<file path="src/rtl/esg_pkg.sv">
package esg_pkg;
  typedef struct packed {
    logic       arm;
    logic [1:0] lvl;
  } nv_bits_t;

  localparam int unsigned SB_ARM  = 7;
  localparam int unsigned SB_LVL1 = 3;
  localparam int unsigned SB_LVL0 = 2;
  localparam int unsigned SB_WEL  = 1;
  localparam int unsigned SB_BUSY = 0;

  function automatic logic [7:0] pack_status(nv_bits_t nv, logic wel);
    logic [7:0] s;
    s = '0;
    s[SB_ARM]  = nv.arm;
    s[SB_LVL1] = nv.lvl[1];
    s[SB_LVL0] = nv.lvl[0];
    s[SB_WEL]  = wel;
    s[SB_BUSY] = 1'b0;
    return s;
  endfunction

  function automatic nv_bits_t unpack_nv(logic [7:0] d);
    nv_bits_t n;
    n.arm = d[SB_ARM];
    n.lvl = {d[SB_LVL1], d[SB_LVL0]};
    return n;
  endfunction
endpackage

</file>
<file path="src/rtl/esg_zone_cmp.sv">
module esg_zone_cmp #(
  parameter int unsigned ADDR_W = 13
) (
  input  logic [1:0]        lvl_i,
  input  logic [ADDR_W-1:0] addr_i,
  output logic              hit_o
);
  localparam int unsigned TOP = ADDR_W - 1;

  logic top_quarter, top_half;

  generate
    if (ADDR_W >= 2) begin : g_wide
      assign top_quarter = addr_i[TOP] & addr_i[TOP-1];
      assign top_half    = addr_i[TOP];
    end else begin : g_narrow
      assign top_quarter = addr_i[TOP];
      assign top_half    = addr_i[TOP];
    end
  endgenerate

  always_comb begin
    unique case (lvl_i)
      2'b00:   hit_o = 1'b0;
      2'b01:   hit_o = top_quarter;
      2'b10:   hit_o = top_half;
      default: hit_o = 1'b1;
    endcase
  end
endmodule

</file>
<file path="src/rtl/esg_nv_timer.sv">
module esg_nv_timer #(
  parameter int unsigned TWC_CYCLES = 16
) (
  input  logic clk,
  input  logic rst_n,
  input  logic start_i,
  output logic busy_o,
  output logic done_o
);
  localparam int unsigned CW = (TWC_CYCLES < 2) ? 1 : $clog2(TWC_CYCLES);
  localparam logic [CW-1:0] LAST = CW'(TWC_CYCLES - 1);

  logic          busy_q;
  logic [CW-1:0] cnt_q;

  assign busy_o = busy_q;
  assign done_o = busy_q && (cnt_q == '0);

  always_ff @(posedge clk or negedge rst_n) begin
    if (!rst_n) begin
      busy_q <= 1'b0;
      cnt_q  <= '0;
    end else if (start_i && !busy_q) begin
      busy_q <= 1'b1;
      cnt_q  <= LAST;
    end else if (busy_q) begin
      if (cnt_q == '0) busy_q <= 1'b0;
      else             cnt_q  <= cnt_q - 1'b1;
    end
  end


  twc_hold_chk: assert property (@(posedge clk) disable iff (!rst_n)
    (busy_q && cnt_q != '0) |=> busy_q);
endmodule

</file>
<file path="src/rtl/eeprom_status_guard.sv">
module eeprom_status_guard
  import esg_pkg::*;
#(
  parameter int unsigned ADDR_W     = 13,
  parameter int unsigned TWC_CYCLES = 16,
  parameter logic        ARM_RST    = 1'b0,
  parameter logic [1:0]  LVL_RST    = 2'b00
) (
  input  logic              clk,
  input  logic              rst_n,
  input  logic              cs_n_i,
  input  logic              wp_n_i,
  input  logic              cmd_wren_i,
  input  logic              cmd_wrdi_i,
  input  logic              cmd_wrsr_i,
  input  logic [7:0]        wrsr_data_i,
  input  logic              wreq_valid_i,
  output logic              wreq_ready_o,
  input  logic [ADDR_W-1:0] wreq_addr_i,
  input  logic              array_busy_i,
  output logic [7:0]        status_o,
  output logic              grant_o,
  output logic              deny_o
);
  nv_bits_t nv_q, pend_nv_q;
  logic     wel_q, pend_q, cs_q, abusy_q, inflight_q, grant_q, deny_q;
  logic     sw_busy, sw_done, zone_hit;

  logic busy_any, wp_lock, cs_rise, req_fire, req_ok, arr_done;
  logic wrsr_take, wrsr_block, cancel, sw_start, prot_deny;

  esg_zone_cmp #(.ADDR_W(ADDR_W)) u_zone (
    .lvl_i  (nv_q.lvl),
    .addr_i (wreq_addr_i),
    .hit_o  (zone_hit)
  );

  esg_nv_timer #(.TWC_CYCLES(TWC_CYCLES)) u_timer (
    .clk     (clk),
    .rst_n   (rst_n),
    .start_i (sw_start),
    .busy_o  (sw_busy),
    .done_o  (sw_done)
  );

  assign busy_any   = array_busy_i | sw_busy | inflight_q;
  assign wp_lock    = nv_q.arm & ~wp_n_i;
  assign cs_rise    = ~cs_q & cs_n_i;
  assign req_fire   = wreq_valid_i & wreq_ready_o;
  assign req_ok     = wel_q & ~zone_hit;
  assign prot_deny  = req_fire & wel_q & zone_hit;
  assign arr_done   = inflight_q & abusy_q & ~array_busy_i;
  assign wrsr_take  = cmd_wrsr_i & ~busy_any & wel_q & ~wp_lock;
  assign wrsr_block = cmd_wrsr_i & ~busy_any & wel_q & wp_lock;
  assign cancel     = pend_q & ~cs_n_i & wp_lock;
  assign sw_start   = pend_q & cs_rise;

  assign wreq_ready_o = ~busy_any;
  assign status_o     = busy_any ? 8'hFF : pack_status(nv_q, wel_q);
  assign grant_o      = grant_q;
  assign deny_o       = deny_q;

  always_ff @(posedge clk or negedge rst_n) begin
    if (!rst_n) begin
      cs_q    <= 1'b1;
      abusy_q <= 1'b0;
    end else begin
      cs_q    <= cs_n_i;
      abusy_q <= array_busy_i;
    end
  end

  // write-enable latch
  always_ff @(posedge clk or negedge rst_n) begin
    if (!rst_n) begin
      wel_q <= 1'b0;
    end else if (sw_done || arr_done) begin
      wel_q <= 1'b0;
    end else if (cancel || wrsr_block || prot_deny) begin
      wel_q <= 1'b0;
    end else if (!busy_any && cmd_wrdi_i) begin
      wel_q <= 1'b0;
    end else if (!busy_any && cmd_wren_i) begin
      wel_q <= 1'b1;
    end
  end

  // pending status write and nonvolatile fields
  always_ff @(posedge clk or negedge rst_n) begin
    if (!rst_n) begin
      pend_q    <= 1'b0;
      pend_nv_q <= '{arm: ARM_RST, lvl: LVL_RST};
      nv_q      <= '{arm: ARM_RST, lvl: LVL_RST};
    end else begin
      if (cancel || sw_start) pend_q <= 1'b0;
      else if (wrsr_take) begin
        pend_q    <= 1'b1;
        pend_nv_q <= unpack_nv(wrsr_data_i);
      end
      if (sw_done) nv_q <= pend_nv_q;
    end
  end

  // array request decision
  always_ff @(posedge clk or negedge rst_n) begin
    if (!rst_n) begin
      grant_q    <= 1'b0;
      deny_q     <= 1'b0;
      inflight_q <= 1'b0;
    end else begin
      grant_q <= req_fire & req_ok;
      deny_q  <= req_fire & ~req_ok;
      if (req_fire && req_ok) inflight_q <= 1'b1;
      else if (arr_done)      inflight_q <= 1'b0;
    end
  end


  busy_ff_chk: assert property (@(posedge clk) disable iff (!rst_n)
    array_busy_i |-> (status_o == 8'hFF && !wreq_ready_o));


  grant_busy_chk: assert property (@(posedge clk) disable iff (!rst_n)
    grant_o |-> (status_o == 8'hFF));


  deny_clears_chk: assert property (@(posedge clk) disable iff (!rst_n)
    (deny_o && $past(zone_hit)) |-> !wel_q);


  wp_lock_chk: assert property (@(posedge clk) disable iff (!rst_n)
    (!cs_n_i && wp_lock) |=> !pend_q);


  wel_drop_chk: assert property (@(posedge clk) disable iff (!rst_n)
    sw_done |=> !wel_q);
endmodule

</file>
<file path="config.mk">
export PLATFORM = sky130hd
export DESIGN_NAME = eeprom_status_guard
export DESIGN_NICKNAME = d
export VERILOG_FILES = /design/src/rtl/esg_pkg.sv /design/src/rtl/esg_zone_cmp.sv /design/src/rtl/esg_nv_timer.sv /design/src/rtl/eeprom_status_guard.sv
export SDC_FILE = /design/constraint.sdc
export NUM_CORES = 1
export LEC_CHECK = 0
export ABC_CLOCK_PERIOD_IN_PS = 1520
export BUFFER_PORTS_ARGS = -buffer_cell sky130_fd_sc_hd__buf_2
export CAP_MARGIN = 5
export CORE_ASPECT_RATIO = 0.9
export CORE_UTILIZATION = 30
export DETAILED_ROUTE_END_ITERATION = 10
export PLACE_DENSITY_LB_ADDON = 0.05
export SLEW_MARGIN = 25
export SYNTH_ARGS = -nofsm -noshare
export SYNTH_HDL_FRONTEND = slang
export SYNTH_SLANG_ARGS = --single-unit
</file>
<file path="constraint.sdc">
create_clock -name clk -period 1.52 [get_ports clk]
set_input_delay 0 -clock clk [delete_from_list [all_inputs] [get_ports clk]]
set_output_delay 0 -clock clk [all_outputs]
set_load 0.02 [all_outputs]
</file>
* Word-level counts from Yosys, hierarchy flattened
Cells that the tools add are included.
** Storage, ports and cells
- Flip-flop bits (word level) :: 18
- Output and inout bits :: 11
- Word-level logic and storage cells :: 81
** Operators by class
- Add/subtract/negate cells :: 1
- Equality and inequality tests :: 3
- Multiplexer cells :: 16
- Bitwise logic cells :: 29
- Reduce and logical (&&, ||, !) cells :: 19
** Operators with widths (count)
- $and 1x1->1 :: 18
- $mux 4 :: 3
- $mux 1 :: 11
- $not 1->1 :: 9
- $mux 8 :: 1
- $reduce_bool 2->1 :: 3
- $logic_and 1x1->1 :: 5
- $logic_not 4->1 :: 1
- $logic_or 1x1->1 :: 4
- $reduce_and 2->1 :: 2
- $reduce_bool 4->1 :: 1
- $sub 4x1->4 const B :: 1
- $pmux 1 s3 :: 1
- $eq 2x1->1 const B :: 1
- $eq 2x2->1 const B :: 1
- $logic_not 1->1 :: 2
- $logic_not 2->1 :: 1
- $ne 2x2->1 const B :: 1
- $or 1x1->1 :: 2

* Depth between registers and ports, before layout
- Depth after elaboration :: 10
- Mapped depth :: 6
- Depth with buffers taken out :: 5

* Cells and area by module
Synthesis repeated with hierarchy kept, for this count alone.
** Unflattened totals
- Cells, all modules :: 78
- Area total of the unflattened synthesis :: 897.1 µm²
** Modules (own cells, without submodules)
- eeprom_status_guard :: times used 1, cells an instance 49, area an instance 614.3 µm²
- esg_nv_timer :: times used 1, cells an instance 26, area an instance 269.0 µm²
- esg_zone_cmp :: times used 1, cells an instance 3, area an instance 13.8 µm²

* Worst setup path after synthesis
Ideal clock, no wire load.
- Path type :: register to register
- Start point :: register u_timer.busy_q (netlist: u_timer.busy_o)
- End point :: register pend_nv_q[0] (netlist bit)
- Arrival :: 1.451 ns
- Required time :: 1.395 ns
- Path slack :: -0.056 ns
- Cell stages (with the launch flop) :: 5
- Buffers on the path :: 0
- Period minus slack after synthesis :: 1.576 ns
- Cells stage by stage :: dfrtp_1 nor3_4 inv_4 nand4bb_4 mux2_4
** Between the ends
- Longest elaborated chain between the ends :: 7
** Ends and longest elaborated chain
- start, declared :: line esg_nv_timer.sv:13 : logic busy_q;
- start signal, assigned :: line esg_nv_timer.sv:21 : busy_q <= 1'b0;
- start signal, assigned :: line esg_nv_timer.sv:24 : busy_q <= 1'b1;
- start signal, assigned :: line esg_nv_timer.sv:27 : if (cnt_q == '0) busy_q <= 1'b0;
- $or 1x1->1 (2 in a row) :: line eeprom_status_guard.sv:46 : assign busy_any = array_busy_i | sw_busy | inflight_q;
- $not 1->1
- via wreq_ready_o :: line eeprom_status_guard.sv:18 : output logic wreq_ready_o,
- $and 1x1->1 (3 in a row) :: line eeprom_status_guard.sv:53 : assign wrsr_take = cmd_wrsr_i & ~busy_any & wel_q & ~wp_lock;
- $reduce_and 2->1 (no line)
- end signal, assigned :: line eeprom_status_guard.sv:92 : pend_nv_q <= '{arm: ARM_RST, lvl: LVL_RST};
- end signal, assigned :: line eeprom_status_guard.sv:98 : pend_nv_q <= unpack_nv(wrsr_data_i);
- end, declared :: line eeprom_status_guard.sv:25 : nv_bits_t nv_q, pend_nv_q;
The timed path passes the listed nets, and every way through them passes these cells.
A chain may end at the register's enable or synchronous reset.

* Worst setup path after layout
- Start point :: register u_timer.busy_q (netlist: u_timer.busy_o)
- End point :: output status_o[1]
** Between the ends
- Longest elaborated chain between the ends :: 3
** Ends and longest elaborated chain
- $or 1x1->1 (2 in a row) :: line eeprom_status_guard.sv:46
- $mux 8 :: line eeprom_status_guard.sv:59 : assign status_o = busy_any ? 8'hFF : pack_status(nv_q, wel_q);
- end, declared :: line eeprom_status_guard.sv:21 : output logic [7:0] status_o,
Every way passes these cells.

==> flow_summary_export.csv <==
group,metric,value,unit
timing,slew_viol_final,0,
setup_path,path_class,"reg2out",
layout,final_cells,161,
timing,layout_setup_ws,-0.02046,ns
setup_path,crit_fanout,8,
yosys,syn-num-nets,114,
place,port_buffers,24,
setup_path,start_kind,"flip-flop",
yosys,synth_ff_type,"dfrtp_1",
timing,rsz0062_at_grt,"yes",
flow_run,drv_cap,0,
place,dp.cells,147,
drt,wl_per_cell,11.68,um
clock_network,clk_path_buf_depth,2,
layout,design_area,1251,um2
drt,drt_iter0_markers,8,
status,violations,"setup timing",
floorplanning,io_pins,41,
drt,vias_per_cell,4.553,
layout,drive_above_1_share,43.80,%
pwr,pwr_density_cell,1571,nW/um2
setup_path,crit_arrival,1.54,ns
global_routing,grt_pass1_wl,3318,um
clock_network,ctsRootBufferMaster,"clkbuf_4",
yosys,ys_ff_latch,18,
place,dpl.hpwl,1423,um
floorplanning,placeableCoreArea,2838,um2
drt,ant_nets,0,
floorplanning,die_x,60.52,um
yosys,yosys-top-cells-area,"dfrtp_1, mux2_4, o21ai_0, mux2_2, buf_4",
setup_path,cp.required,1.52,ns
yosys,synth_cell_types,30,
timing,finalCritPeriodShare,101.3,%
clock_network,insertion_delay,0.29,ns
timing,fmax,649.2,MHz
layout,antenna_cells,0,
drt,route.detailed.drc,0,
layout,final.fill_count,293,
yosys,synth.top_cell.area_share,46.01,%
pwr,power,1.966,mW
setup_path,reg2regPathDepth,5,
yosys,seq_area_frac_synth,48.85,%
clock_network,path_clk_slew,0.11,ns
timing,hold_violations,0,
layout,utilization,44.09,%
layout,final_nets,154,
timing,setup_viol,5,
clock_network,cts.htree.levels,1,
global_routing,grt_max_degree,19,
place,place_area,1110,um2
clock_network,cts_sinks,18,
layout,layout_commonest_cell,"buf_2",
clock_network,cts_tree,"done",
status,status,"finished, violations left",
pwr,peakVddDrop,0.0005805,V
floorplanning,rows,18,
timing,fin_setup_tns,-0.04479,ns
layout,area_delta_synth_final,35.32,%
global_routing,grt_usage,14.12,%
worst_hold_path,min-delay-path-class,"in2reg",
floorplanning,die-area,3308,um2
timing,worst_pin_slew,0.3930,ns
setup_path,startpoint,"u_timer.busy_o",
setup_path,end_kind,"output pin",
yosys,syn_area,924.6,um2
floorplanning,start_util,32.58,%
layout,final_cell_mix,"buf_2, dfrtp_1, buf_4",
clock_network,cts_buffers,3,
global_routing,gr-total-overflow,0,
yosys,synth_area_leader_cell,"dfrtp_1",
yosys,async_flop_share,100.0,%
drt,via_count,733,
yosys,synthCells,82,
setup_path,r2r_end,"pend_nv_q[1]",
floorplanning,die_h,54.67,um
yosys,syn_area_per_cell,11.28,um2
setup_path,endpoint,"status_o[1]",
yosys,yosys_warnings,0,
global_routing,antenna_found_initial,0,
place,place_congestion,0.7491,
yosys,synth_edf_count,0,
timing,relSlewSlack,73.80,%
global_routing,grt_pass1_vias,712,
drt,wl,1880,um
timing,fin_crit,1.540,ns
pwr,total_leakage_power,0.5936,nW
setup_path,rrSetupSlack,-0.01,ns
timing,finClkSkew,0.01244,ns
setup_path,timing.rr.start,"u_timer.busy_o",
drt,firstDrtPassIters,2,
==> timing repair <==
item,in CTS,in global routing
endpoints found under the hold margin,26,0
setup buffers,1,1
hold buffers,8,0
endpoints found under the setup margin,6,10
pin swaps,1,1
resized for setup,1,7
==> layer usage <==
| metal | share of wire, % | global-route usage [%] | vias up |
|---|---|---|---|
| met5 | 0 | 0 | - |
| met4 | 0.80 | 3.409 | 0 |
| met3 | 3.1 | 4.965 | 2 |
| met2 | 49 | 23.44 | 11 |
| met1 | 47 | 17.61 | 348 |
| li1 | - | - | 372 |
==> Yosys cell counts (2+ instances only) <==
master / n
or2b_1: 4
clkbuf_1: 2
nand3b_1: 3
dfrtp_1: 17
a31oi_1: 3
and3_1: 4
nand3_1: 3
inv_1: 3
buf_4: 4
ha_1: 2
mux2_4: 3
nand2_1: 7
a21oi_1: 2
o21ai_0: 7
mux2_2: 3
==> cell families after synthesis <==
kind of cell / count (synthesis) / share of synthesized area, %
DFF: 18 / 48.85
muxes: 6 / 8.524
buffers and inverters: 10 / 5.955
and+or+nand+nor: 31 / 24.36
adders and majority gates: 2 / 2.706
AOI/OAI and AO/OA: 15 / 9.608
==> sequential cells by signal, indices dropped and copies added, names as in the netlist <==
signal and count:
cs_q 1, pend_q 1, wel_q 1, u_timer.cnt_q 4, abusy_q 1, grant_o 1
inflight_q 1, u_timer.busy_o 1, nv_q 3, pend_nv_q 3, deny_o 1
==> critical path, stage by stage (launching register included) <==
cell,delay (ns)
dfrtp_1,0.44
nor3_4,0.23
buf_4,0.18
or2b_1,0.24
buf_2,0.16
==> worst min path at each step <==
stage	startpoint	end	slack (ns)	cells past startpoint
floorplan	rst_n	abusy_q	-0.30	0
global placement	rst_n	grant_o	-0.05	1
detailed placement	rst_n	grant_o	-0.05	1
CTS	array_busy_i	inflight_q	0.02	3
global route	wreq_addr_i[11]	deny_o	0.03	3
finish	array_busy_i	inflight_q	0.04	3
==> report_power, final <==
| group | internal [mW] | switching [mW] |
|---|---|---|
| clock | 0.102 | 0.142 |
| combinational | 0.463 | 0.430 |
| sequential | 0.664 | 0.165 |
| total | 1.23 | 0.737 |
==> through the flow <==
stage / worst slack (ns) / hold slack, ns
floorplan: -0.05647 / -0.2956
global placement: 0.0001419 / -0.05002
detailed placement: -0.004247 / -0.05243
CTS: -0.009795 / 0.02221
global route: -0.09766 / 0.03440
finish: -0.02046 / 0.03825
==> cell type report <==
| type | instances | area, um2 | share of cell area [%] |
|---|---|---|---|
| sequential | 18 | 451.7 | 36.10 |
| tap | 40 | 50.05 | 4.000 |
| multi-input combinational | 54 | 437.9 | 35.00 |
| timing repair buffer | 41 | 267.8 | 21.40 |
| clock buffer | 4 | 26.28 | 2.100 |
| inverter | 4 | 17.52 | 1.400 |
Power figures use the tool's default switching activity.
